## config.mk

```make
export PLATFORM = sky130hd
export DESIGN_NAME = qsel_front
export DESIGN_NICKNAME = d
export VERILOG_FILES = /design/src/rtl/qsel_pkg.sv /design/src/rtl/qsel_classify.sv /design/src/rtl/qsel_slot.sv /design/src/rtl/qsel_front.sv
export SDC_FILE = /design/constraint.sdc
export NUM_CORES = 1
export LEC_CHECK = 0
export BUFFER_PORTS_ARGS = -buffer_cell sky130_fd_sc_hd__buf_2
export CORE_MARGIN = 4
export CORE_UTILIZATION = 34
export DETAILED_ROUTE_END_ITERATION = 8
export HOLD_SLACK_MARGIN = 0.05
export PLACE_DENSITY = 0.64
export REMOVE_ABC_BUFFERS = 1
export SETUP_SLACK_MARGIN = 0.1
export SYNTH_ARGS = -nofsm -noshare
export SYNTH_HDL_FRONTEND = slang
export SYNTH_SLANG_ARGS = --single-unit
```

## constraint.sdc

```tcl
create_clock -name clk -period 2.4 [get_ports clk]
set_input_delay 0.12 -clock clk [delete_from_list [all_inputs] [get_ports clk]]
set_output_delay 0.12 -clock clk [all_outputs]
set_load 0.01 [all_outputs]
```

## src/rtl/qsel_pkg.sv

```systemverilog
package qsel_pkg;

    localparam int FLAG_W       = 16;
    localparam int DGRAM_QUEUES = 64;

    // flag bit positions, decoded from the classifier's flag word
    localparam int FB_DROP    = 0;
    localparam int FB_NOMATCH = 1;
    localparam int FB_EXCEPT  = 2;
    localparam int FB_DGRAM   = 8;
    localparam int FB_FINAL   = 9;
    localparam int FB_PLUGIN  = 10;

    typedef enum logic [1:0] {
        ROUTE_ENQ  = 2'd0,
        ROUTE_EXC  = 2'd1,
        ROUTE_DROP = 2'd2
    } route_e;

endpackage

```

## src/rtl/qsel_classify.sv

```systemverilog
module qsel_classify
    import qsel_pkg::*;
#(
    parameter int NUM_LINKS = 8,
    parameter int QSET_SIZE = 256,
    parameter int QID_W     = 10,
    parameter int LINK_W    = 3,
    parameter int SET_W     = 4
) (
    input  logic [FLAG_W-1:0]                  flags,
    input  logic [LINK_W-1:0]                  link,
    input  logic [QID_W-1:0]                   qid,
    output route_e                             route,
    output logic                               exc_kind,
    output logic                               release_buf,
    output logic [SET_W+$clog2(QSET_SIZE)-1:0] index
);

    localparam int QSEL_W = $clog2(QSET_SIZE);
    localparam int DG_W   = $clog2(DGRAM_QUEUES);
    localparam logic [SET_W-1:0] PLUG_SET = SET_W'(NUM_LINKS);

    logic [SET_W-1:0]  set_num;
    logic [QSEL_W-1:0] q_off;

    always_comb begin
        // priority: drop, then exception/no-match, then enqueue
        if (flags[FB_DROP])
            route = ROUTE_DROP;
        else if (flags[FB_EXCEPT] || flags[FB_NOMATCH])
            route = ROUTE_EXC;
        else
            route = ROUTE_ENQ;

        exc_kind    = flags[FB_EXCEPT];
        release_buf = flags[FB_DROP] && flags[FB_FINAL];

        set_num = flags[FB_PLUGIN] ? PLUG_SET : SET_W'(link);
        q_off   = flags[FB_DGRAM] ? QSEL_W'(qid[DG_W-1:0]) : qid[QSEL_W-1:0];
        index   = {set_num, q_off};
    end

endmodule

```

## src/rtl/qsel_slot.sv

```systemverilog
module qsel_slot #(
    parameter int W = 8
) (
    input  logic         clk,
    input  logic         rst_n,
    input  logic         load,
    input  logic [W-1:0] load_data,
    input  logic         out_ready,
    output logic         out_valid,
    output logic [W-1:0] out_data,
    output logic         can_load
);

    typedef struct packed {
        logic         vld;
        logic [W-1:0] dat;
    } slot_t;

    slot_t st_d, st_q;

    always_comb begin
        st_d = st_q;
        if (load) begin
            st_d.vld = 1'b1;
            st_d.dat = load_data;
        end else if (st_q.vld && out_ready) begin
            st_d.vld = 1'b0;
        end
    end

    always_ff @(posedge clk) begin
        if (!rst_n) st_q <= '0;
        else        st_q <= st_d;
    end

    assign out_valid = st_q.vld;
    assign out_data  = st_q.dat;
    assign can_load  = !st_q.vld || out_ready;

    assert_hold_R8: assert property (@(posedge clk) disable iff (!rst_n)
        out_valid && !out_ready |=> out_valid && $stable(out_data));

    assert_load_room_R9: assert property (@(posedge clk) disable iff (!rst_n)
        load |-> can_load);

endmodule

```

## src/rtl/qsel_front.sv

```systemverilog
module qsel_front
    import qsel_pkg::*;
#(
    parameter int NUM_LINKS = 8,
    parameter int QSET_SIZE = 256,
    parameter int PTR_W     = 20,
    parameter int QID_W     = 10,
    parameter int LEN_W     = 11,
    localparam int LINK_W   = $clog2(NUM_LINKS),
    localparam int SET_W    = $clog2(NUM_LINKS + 1),
    localparam int IDX_W    = SET_W + $clog2(QSET_SIZE)
) (
    input  logic              clk,
    input  logic              rst_n,
    input  logic              in_valid,
    output logic              in_ready,
    input  logic [FLAG_W-1:0] in_flags,
    input  logic [LINK_W-1:0] in_link,
    input  logic [QID_W-1:0]  in_qid,
    input  logic [PTR_W-1:0]  in_ptr,
    input  logic [LEN_W-1:0]  in_len,
    output logic              enq_valid,
    input  logic              enq_ready,
    output logic [IDX_W-1:0]  enq_index,
    output logic [PTR_W-1:0]  enq_ptr,
    output logic [LEN_W-1:0]  enq_len,
    output logic              exc_valid,
    input  logic              exc_ready,
    output logic              exc_kind,
    output logic [PTR_W-1:0]  exc_ptr,
    output logic [LEN_W-1:0]  exc_len,
    output logic              rel_valid,
    input  logic              rel_ready,
    output logic [PTR_W-1:0]  rel_ptr
);

    localparam int ENQ_DW = IDX_W + PTR_W + LEN_W;
    localparam int EXC_DW = 1 + PTR_W + LEN_W;
    localparam logic [SET_W-1:0] PLUG_SET = SET_W'(NUM_LINKS);

    route_e           route;
    logic             cls_kind;
    logic             cls_release;
    logic [IDX_W-1:0] cls_index;

    logic accept;
    logic ld_enq, ld_exc, ld_rel;
    logic room_enq, room_exc, room_rel;
    logic [ENQ_DW-1:0] enq_data;
    logic [EXC_DW-1:0] exc_data;

    qsel_classify #(
        .NUM_LINKS (NUM_LINKS),
        .QSET_SIZE (QSET_SIZE),
        .QID_W     (QID_W),
        .LINK_W    (LINK_W),
        .SET_W     (SET_W)
    ) u_classify (
        .flags       (in_flags),
        .link        (in_link),
        .qid         (in_qid),
        .route       (route),
        .exc_kind    (cls_kind),
        .release_buf (cls_release),
        .index       (cls_index)
    );

    always_comb begin
        in_ready = room_enq && room_exc && room_rel;
        accept   = in_valid && in_ready;
        ld_enq   = accept && (route == ROUTE_ENQ);
        ld_exc   = accept && (route == ROUTE_EXC);
        ld_rel   = accept && (route == ROUTE_DROP) && cls_release;
    end

    qsel_slot #(.W(ENQ_DW)) u_enq_slot (
        .clk       (clk),
        .rst_n     (rst_n),
        .load      (ld_enq),
        .load_data ({cls_index, in_ptr, in_len}),
        .out_ready (enq_ready),
        .out_valid (enq_valid),
        .out_data  (enq_data),
        .can_load  (room_enq)
    );

    qsel_slot #(.W(EXC_DW)) u_exc_slot (
        .clk       (clk),
        .rst_n     (rst_n),
        .load      (ld_exc),
        .load_data ({cls_kind, in_ptr, in_len}),
        .out_ready (exc_ready),
        .out_valid (exc_valid),
        .out_data  (exc_data),
        .can_load  (room_exc)
    );

    qsel_slot #(.W(PTR_W)) u_rel_slot (
        .clk       (clk),
        .rst_n     (rst_n),
        .load      (ld_rel),
        .load_data (in_ptr),
        .out_ready (rel_ready),
        .out_valid (rel_valid),
        .out_data  (rel_ptr),
        .can_load  (room_rel)
    );

    assign {enq_index, enq_ptr, enq_len} = enq_data;
    assign {exc_kind, exc_ptr, exc_len}  = exc_data;

    assert_drop_blocks_R4: assert property (@(posedge clk) disable iff (!rst_n)
        accept && in_flags[FB_DROP] |=> !enq_valid && !exc_valid);

    assert_one_dest_R6: assert property (@(posedge clk) disable iff (!rst_n)
        accept |=> $onehot0({enq_valid, exc_valid, rel_valid}));

    assert_no_live_release_R7: assert property (@(posedge clk) disable iff (!rst_n)
        accept && !in_flags[FB_DROP] |=> !rel_valid);

    assert_set_range_R3: assert property (@(posedge clk) disable iff (!rst_n)
        enq_valid |-> enq_index[IDX_W-1 -: SET_W] <= PLUG_SET);

endmodule

```

==> results of run 1 <==
-- metrics by stage --
stage | util [%] | hold slack [ns] | total power, W
5_1_grt | 49.4 | 0.0693 | 0.00344
2_1_floorplan | - | 0.242 | 0.00190
6_report | 49.4 | 0.0775 | 0.00328
3_3_place_gp | 43.7 | 0.365 | 0.00206
3_5_place_dp | 43.7 | 0.371 | 0.00207
4_1_cts | 49.4 | 0.0507 | 0.00333
-- area by class of cell --
cell class	instances	area (sq um)	area share (%)
Sequential cell	98	1960	38.0
Tap cell	136	170	3.29
Clock inverter	6	95.1	1.84
Clock buffer	10	138	2.66
Timing Repair Buffer	195	1190	23.0
Multi-Input combinational cell	251	1620	31.3
-- state kept, by name (all words and copies together), names as in the netlist --
name	count
u_rel_slot.out_valid	1
u_rel_slot.out_data	20
u_exc_slot.out_valid	1
u_exc_slot.out_data	32
u_enq_slot.out_data	43
u_enq_slot.out_valid	1
-- final timing paths --
kind	cells after the start	to	from	slack, ns
worst max-delay path	5	u_enq_slot.out_data[35]	u_exc_slot.out_valid	0.59
worst min-delay path	3	u_exc_slot.out_data[11]	in_ptr[0]	0.08
worst max register to register	5	u_enq_slot.out_data[35]	u_exc_slot.out_valid	0.59
worst min register to register	2	u_exc_slot.out_data[11]	u_exc_slot.out_data[11]	0.46
-- critical path, cell delays in order, from the launching register on --
cell and delay (ns):
dfxtp_1 0.33, nand2b_2 0.10, nand4_4 0.16, or4_2 0.59
buf_4 0.30, mux2i_1 0.18
-- placed cells by master (no fill, tap or decap) --
master | netlist | routed
inv_6 | 0 | 4
buf_2 | 5 | 151
nand2_1 | 140 | 140
and3_1 | 1 | 1
buf_4 | 0 | 7
nor3_4 | 0 | 1
nand4_4 | 1 | 1
mux2i_1 | 95 | 95
nand2b_2 | 3 | 3
a21boi_1 | 1 | 1
nor2_1 | 2 | 1
bufinv_16 | 0 | 2
buf_12 | 0 | 1
nor2_4 | 0 | 1
or4_2 | 0 | 1
dfxtp_1 | 98 | 98
and2_1 | 2 | 2
clkbuf_8 | 0 | 10
o31ai_1 | 1 | 1
dlygate4sd3_1 | 0 | 36
o21ai_0 | 1 | 1
nor2b_1 | 2 | 2
-- power groups by stage --
| stage | Combinational (W) | Clock [W] | Sequential, W |
|---|---|---|---|
| after floorplan | 0.000128 | 0 | 0.00177 |
| after global placement | 0.000315 | 0 | 0.00174 |
| after detailed placement | 0.000323 | 0 | 0.00174 |
| after CTS | 0.000367 | 0.00125 | 0.00171 |
| after global routing | 0.000400 | 0.00132 | 0.00171 |
| final | 0.000362 | 0.00121 | 0.00171 |
-- cells in the mapped netlist --
| master | count | area [sq um] |
|---|---|---|
| or4_1 | 1 | 7.51 |
| o31ai_1 | 1 | 7.51 |
| clkbuf_1 | 15 | 56.3 |
| nand2b_2 | 3 | 26.3 |
| mux2i_1 | 95 | 951 |
| buf_6 | 5 | 56.3 |
| dfxtp_1 | 98 | 1960 |
| o21ai_0 | 1 | 5.00 |
| nor3_2 | 1 | 10.0 |
| and3_1 | 1 | 6.26 |
| nand4_4 | 1 | 21.3 |
| nand2_1 | 140 | 526 |
| a21boi_1 | 1 | 7.51 |
| nor2b_1 | 2 | 12.5 |
| buf_2 | 5 | 25.0 |
| nor2_1 | 2 | 7.51 |
| and2_1 | 2 | 12.5 |
-- cells by family (layout without fill, tap and decap cells) --
| group | Yosys count | in the layout | synth area share, % |
|---|---|---|---|
| buffers and inverters | 25 | 211 | 3.72 |
| AOI/OAI and AO/OA | 3 | 3 | 0.541 |
| muxes | 95 | 95 | 25.7 |
| DFF | 98 | 98 | 53.0 |
| and+or+nand+nor | 153 | 153 | 17.0 |
-- what timing repair did --
| item | 4_1_cts | 5_1_grt |
|---|---|---|
| endpoints found under the setup margin | 0 | 0 |
| hold buffers | 36 | 0 |
| hold endpoints to repair | 48 | 0 |
| setup buffers | 0 | 0 |
-- per-layer routing --
metal | part of all wire [%] | wire length [um] | global-route usage, % | up-vias
met3 | 6.9 | 632 | 4.42 | 10
met5 | 0 | 0 | 0 | -
met4 | 1.1 | 100 | 4.33 | 0
met1 | 43 | 3930 | 17.5 | 1429
li1 | - | - | - | 1584
met2 | 49 | 4490 | 24.0 | 91
==> impl_metrics.csv, run 1 <==
group,metric,value,unit
synthesis,yosysSeqAreaShare,53.0,%
timing,fin_crit,1.81,ns
flow_run,cap_violations,0,
route,drc,0,
clock_network,htreeDepth,3,
placement,place_inst,644,
clock_network,cts_buffers,9,
synthesis,yosysWarnings,0,
route,num_vias,3114,
placement,hpwl,6450,um
route,viasPerCell,4.47,
global_routing,grt_pass1_wl,14900,um
final_layout,final_nets,621,
clock_network,clockBufferDepth,2,
timing,period_share,75.2,%
synthesis,syn_avg_cell_area,9.89,sq um
timing,slew_violations,0,
floorplan,die_w,112,um
global_routing,grt_max_degree,68,
clock_network,path_clk_slew,0.09,ns
timing,layout_setup_ws,0.595,ns
final_layout,n_fill_cell,1008,
pwr,switching_share,24.2,%
route,routed_wl,9150,um
timing,setup_violations,0,
timing,fin_tns_setup,0,ns
worst_setup_path,crit_type,"reg2reg",
floorplan,pin_count,165,
placement,post-place-ws,0.603,ns
timing,relSlewSlack,69.2,%
worst_setup_path,path_max_fanout,26,
floorplan,core-area,10500,sq um
clock_network,cts_root_buf,"clkbuf_8",
route,drt_iter0_markers,150,
placement,place_area,4580,sq um
pwr,irDropWorstVdd,333,uV
placement,port_buffers,152,
timing,fin_worst_skew,0.00981,ns
final_layout,antennaDiodeCount,0,
timing,max_freq,0.554,GHz
synthesis,synthDistinctLibCells,17,
route,firstDrtPassIters,4,
global_routing,antenna_found_initial,0,
clock_network,insertion_delay,0.35,ns
pwr,p_per_area,635,nW/um^2
floorplan,dieArea,12600,sq um
route,wl_per_cell,13.1,um
final_layout,area_growth,39.7,%
global_routing,gr-usage-all-layers,14.3,%
timing,hold_violations,0,
worst_setup_path,critPathCaptureType,"flip-flop",
final_layout,drive_gt1_share,32.5,%
worst_setup_path,critical_path.startpoint_type,"flip-flop",
synthesis,yosys_register_bits,98,
timing,worstMarginPinSlew,0.462,ns
final_layout,stdcell_count,696,
timing,grt_setup_unrepaired,"false",
pwr,power.share.sequential,52.0,%
global_routing,grt_pass1_vias,3094,
pwr,power.internal,0.00249,W
min_path,hp-class,"in2reg",
placement,place_congestion,0.722,
clock_network,clock-sinks,98,
floorplan,dieHeight,112,um
synthesis,netlist_area,3700,sq um
synthesis,netlist_instances,374,
pwr,p_clk_share,37.0,%
floorplan,initial_core_util,35.4,%
clock_network,cts_tree,"done",
floorplan,rows,37,
worst_setup_path,required,2.62,ns
pwr,power.switching,0.000795,W
outcome,status,"completed",
final_layout,final_cell_area,5170,sq um
global_routing,grt-ovfl-total,0,
worst_setup_path,crit_arrival,2.03,ns
clock_network,cts_resized,0,
route,final_antenna_net_count,0,
pwr,pwr-share-comb,11.0,%
pwr,p_leak,2.62,nW
(Power assumes the default switching activity.)
==> inputs of run 2 (changes only) <==
==> constraint.sdc (replaced) <==
create_clock -name clk -period 1.7 [get_ports clk]
set_input_delay 0.085 -clock clk [delete_from_list [all_inputs] [get_ports clk]]
set_output_delay 0.085 -clock clk [all_outputs]
set_load 0.01 [all_outputs]
==> impl_metrics.csv, run 2 (synthesis results as in run 1) <==
group,metric,value,unit
flow_run,cap_violations,0,
final_layout,stdcell_count,715,
final_layout,n_fill_cell,978,
final_layout,final_common_cell,"buf_2",
final_layout,area_growth,47.6,%
timing,slew_violations,0,
floorplan,die_w,112,um
worst_setup_path,startpoint,"u_exc_slot.out_valid",
timing,relSlewSlack,74.9,%
timing,fin_worst_skew,0.00784,ns
global_routing,antenna_found_initial,0,
final_layout,seq_area,1960,sq um
timing,grt_setup_unrepaired,"true",
pwr,power,0.00476,W
route,firstDrtPassIters,4,
route,routed_wl,9770,um
worst_setup_path,rr_endpoint,"u_exc_slot.out_data[12]",
timing,layout_setup_ws,0.154,ns
global_routing,grt-ovfl-total,0,
global_routing,grt_pass1_vias,3282,
route,viasPerCell,4.46,
pwr,p_per_area,871,nW/um^2
timing,max_freq,0.647,GHz
clock_network,insertion_delay,0.35,ns
worst_setup_path,path_max_fanout,13,
global_routing,gr-usage-all-layers,15.4,%
route,num_vias,3188,
worst_setup_path,critPathCaptureType,"flip-flop",
clock_network,clockBufferDepth,2,
outcome,status,"completed",
timing,period_share,91.0,%
worst_setup_path,endpoint,"u_exc_slot.out_data[12]",
placement,port_buffers,152,
timing,fin_crit,1.55,ns
min_path,hp-class,"in2reg",
final_layout,final_nets,640,
final_layout,multi_input_area,1620,sq um
pwr,irDropWorstVdd,510,uV
clock_network,path_clk_slew,0.09,ns
final_layout,finish.utilization,52.2,%
floorplan,dieHeight,112,um
worst_setup_path,critical_path.startpoint_type,"flip-flop",
worst_setup_path,reg2reg_setup_slack,0.15,ns
floorplan,rows,37,
route,wl_per_cell,13.7,um
timing,whs,0.136,ns
timing,setup_violations,0,
final_layout,drive_gt1_share,32.6,%
timing,hold_violations,0,
placement,post-place-ws,0.0239,ns
route,drc,0,
clock_network,clock-sinks,98,
clock_network,htreeDepth,3,
floorplan,core-area,10500,sq um
global_routing,grt_pass1_wl,16000,um
placement,place_inst,647,
clock_network,cts_tree,"done",
timing,worstMarginPinSlew,0.377,ns
worst_setup_path,crit_arrival,1.82,ns
clock_network,cts_root_buf,"clkbuf_8",
placement,hpwl,6530,um
global_routing,grt_max_degree,54,
worst_setup_path,required,1.97,ns
worst_setup_path,reg2reg_depth,7,
floorplan,pin_count,165,
worst_setup_path,crit_type,"reg2reg",
clock_network,cts_buffers,9,
route,drt_iter0_markers,150,
worst_setup_path,rr_startpoint,"u_exc_slot.out_valid",
final_layout,antennaDiodeCount,0,
floorplan,dieArea,12600,sq um
placement,place_congestion,0.718,
final_layout,largest_register_ff_count,43,
route,final_antenna_net_count,0,
final_layout,layout_common_cells,"buf_2, nand2_1, dfxtp_1, mux2i_1, dlygate4sd3_1",
pwr,p_leak,2.73,nW
floorplan,initial_core_util,35.4,%
## run 2: how the worst min path moves through the flow
stage                      from                 endpoint  slack [ns]  depth (start not counted)
floorplan                 rst_n     u_exc_slot.out_valid        0.21                          1
global placement      in_qid[2]  u_enq_slot.out_data[33]        0.33                          3
detailed placement   in_link[0]  u_enq_slot.out_data[39]        0.33                          3
CTS                 in_flags[0]     u_exc_slot.out_valid        0.10                          3
global route        in_flags[0]     u_exc_slot.out_valid        0.13                          3
finish              in_flags[0]     u_exc_slot.out_valid        0.14                          3
## run 2: cell type report
class	instances	area share (%)
well taps	136	3.11
multi-input cells	251	29.7
flip-flops and latches	98	35.9
repair buffers	214	26.9
clock inverters	7	2.15
clock buffers	9	2.27
## run 2: power breakdown
part	internal, W	switching [W]	total [W]
logic	0.000297	0.000277	0.000575
registers	0.00237	0.0000389	0.00241
clock network	0.000974	0.000798	0.00177
total	0.00364	0.00111	0.00476
## run 2: through the flow
stage | setup TNS, ns | cell area [sq um]
2_1_floorplan | -71.20 | 3560
3_3_place_gp | 0 | 4650
3_5_place_dp | 0 | 4650
4_1_cts | 0 | 5420
5_1_grt | 0 | 5460
6_report | 0 | 5460
## run 2: what timing repair did
action	in CTS	in global routing
pin swaps	0	1
resized for setup	2	2
setup buffers	0	1
setup endpoints to repair	43	18
hold buffers	49	0
gates cloned	1	1
endpoints found under the hold margin	94	0
## run 2: per-layer routing
layer / global-route usage, % / wire, um / vias up
li1: - / - / 1620
met1: 18.2 / 4120 / 1464
met2: 26.9 / 4870 / 94
met3: 4.80 / 698 / 10
met4: 4.57 / 80 / 0
met5: 0 / 0 / -
## run 2: critical path, stage by stage, from the launching register on
cell	delay [ns]
dfxtp_1	0.33
nand2b_2	0.10
nand4_4	0.10
buf_4	0.17
nor3_4	0.21
buf_12	0.14
buf_12	0.16
mux2i_2	0.24
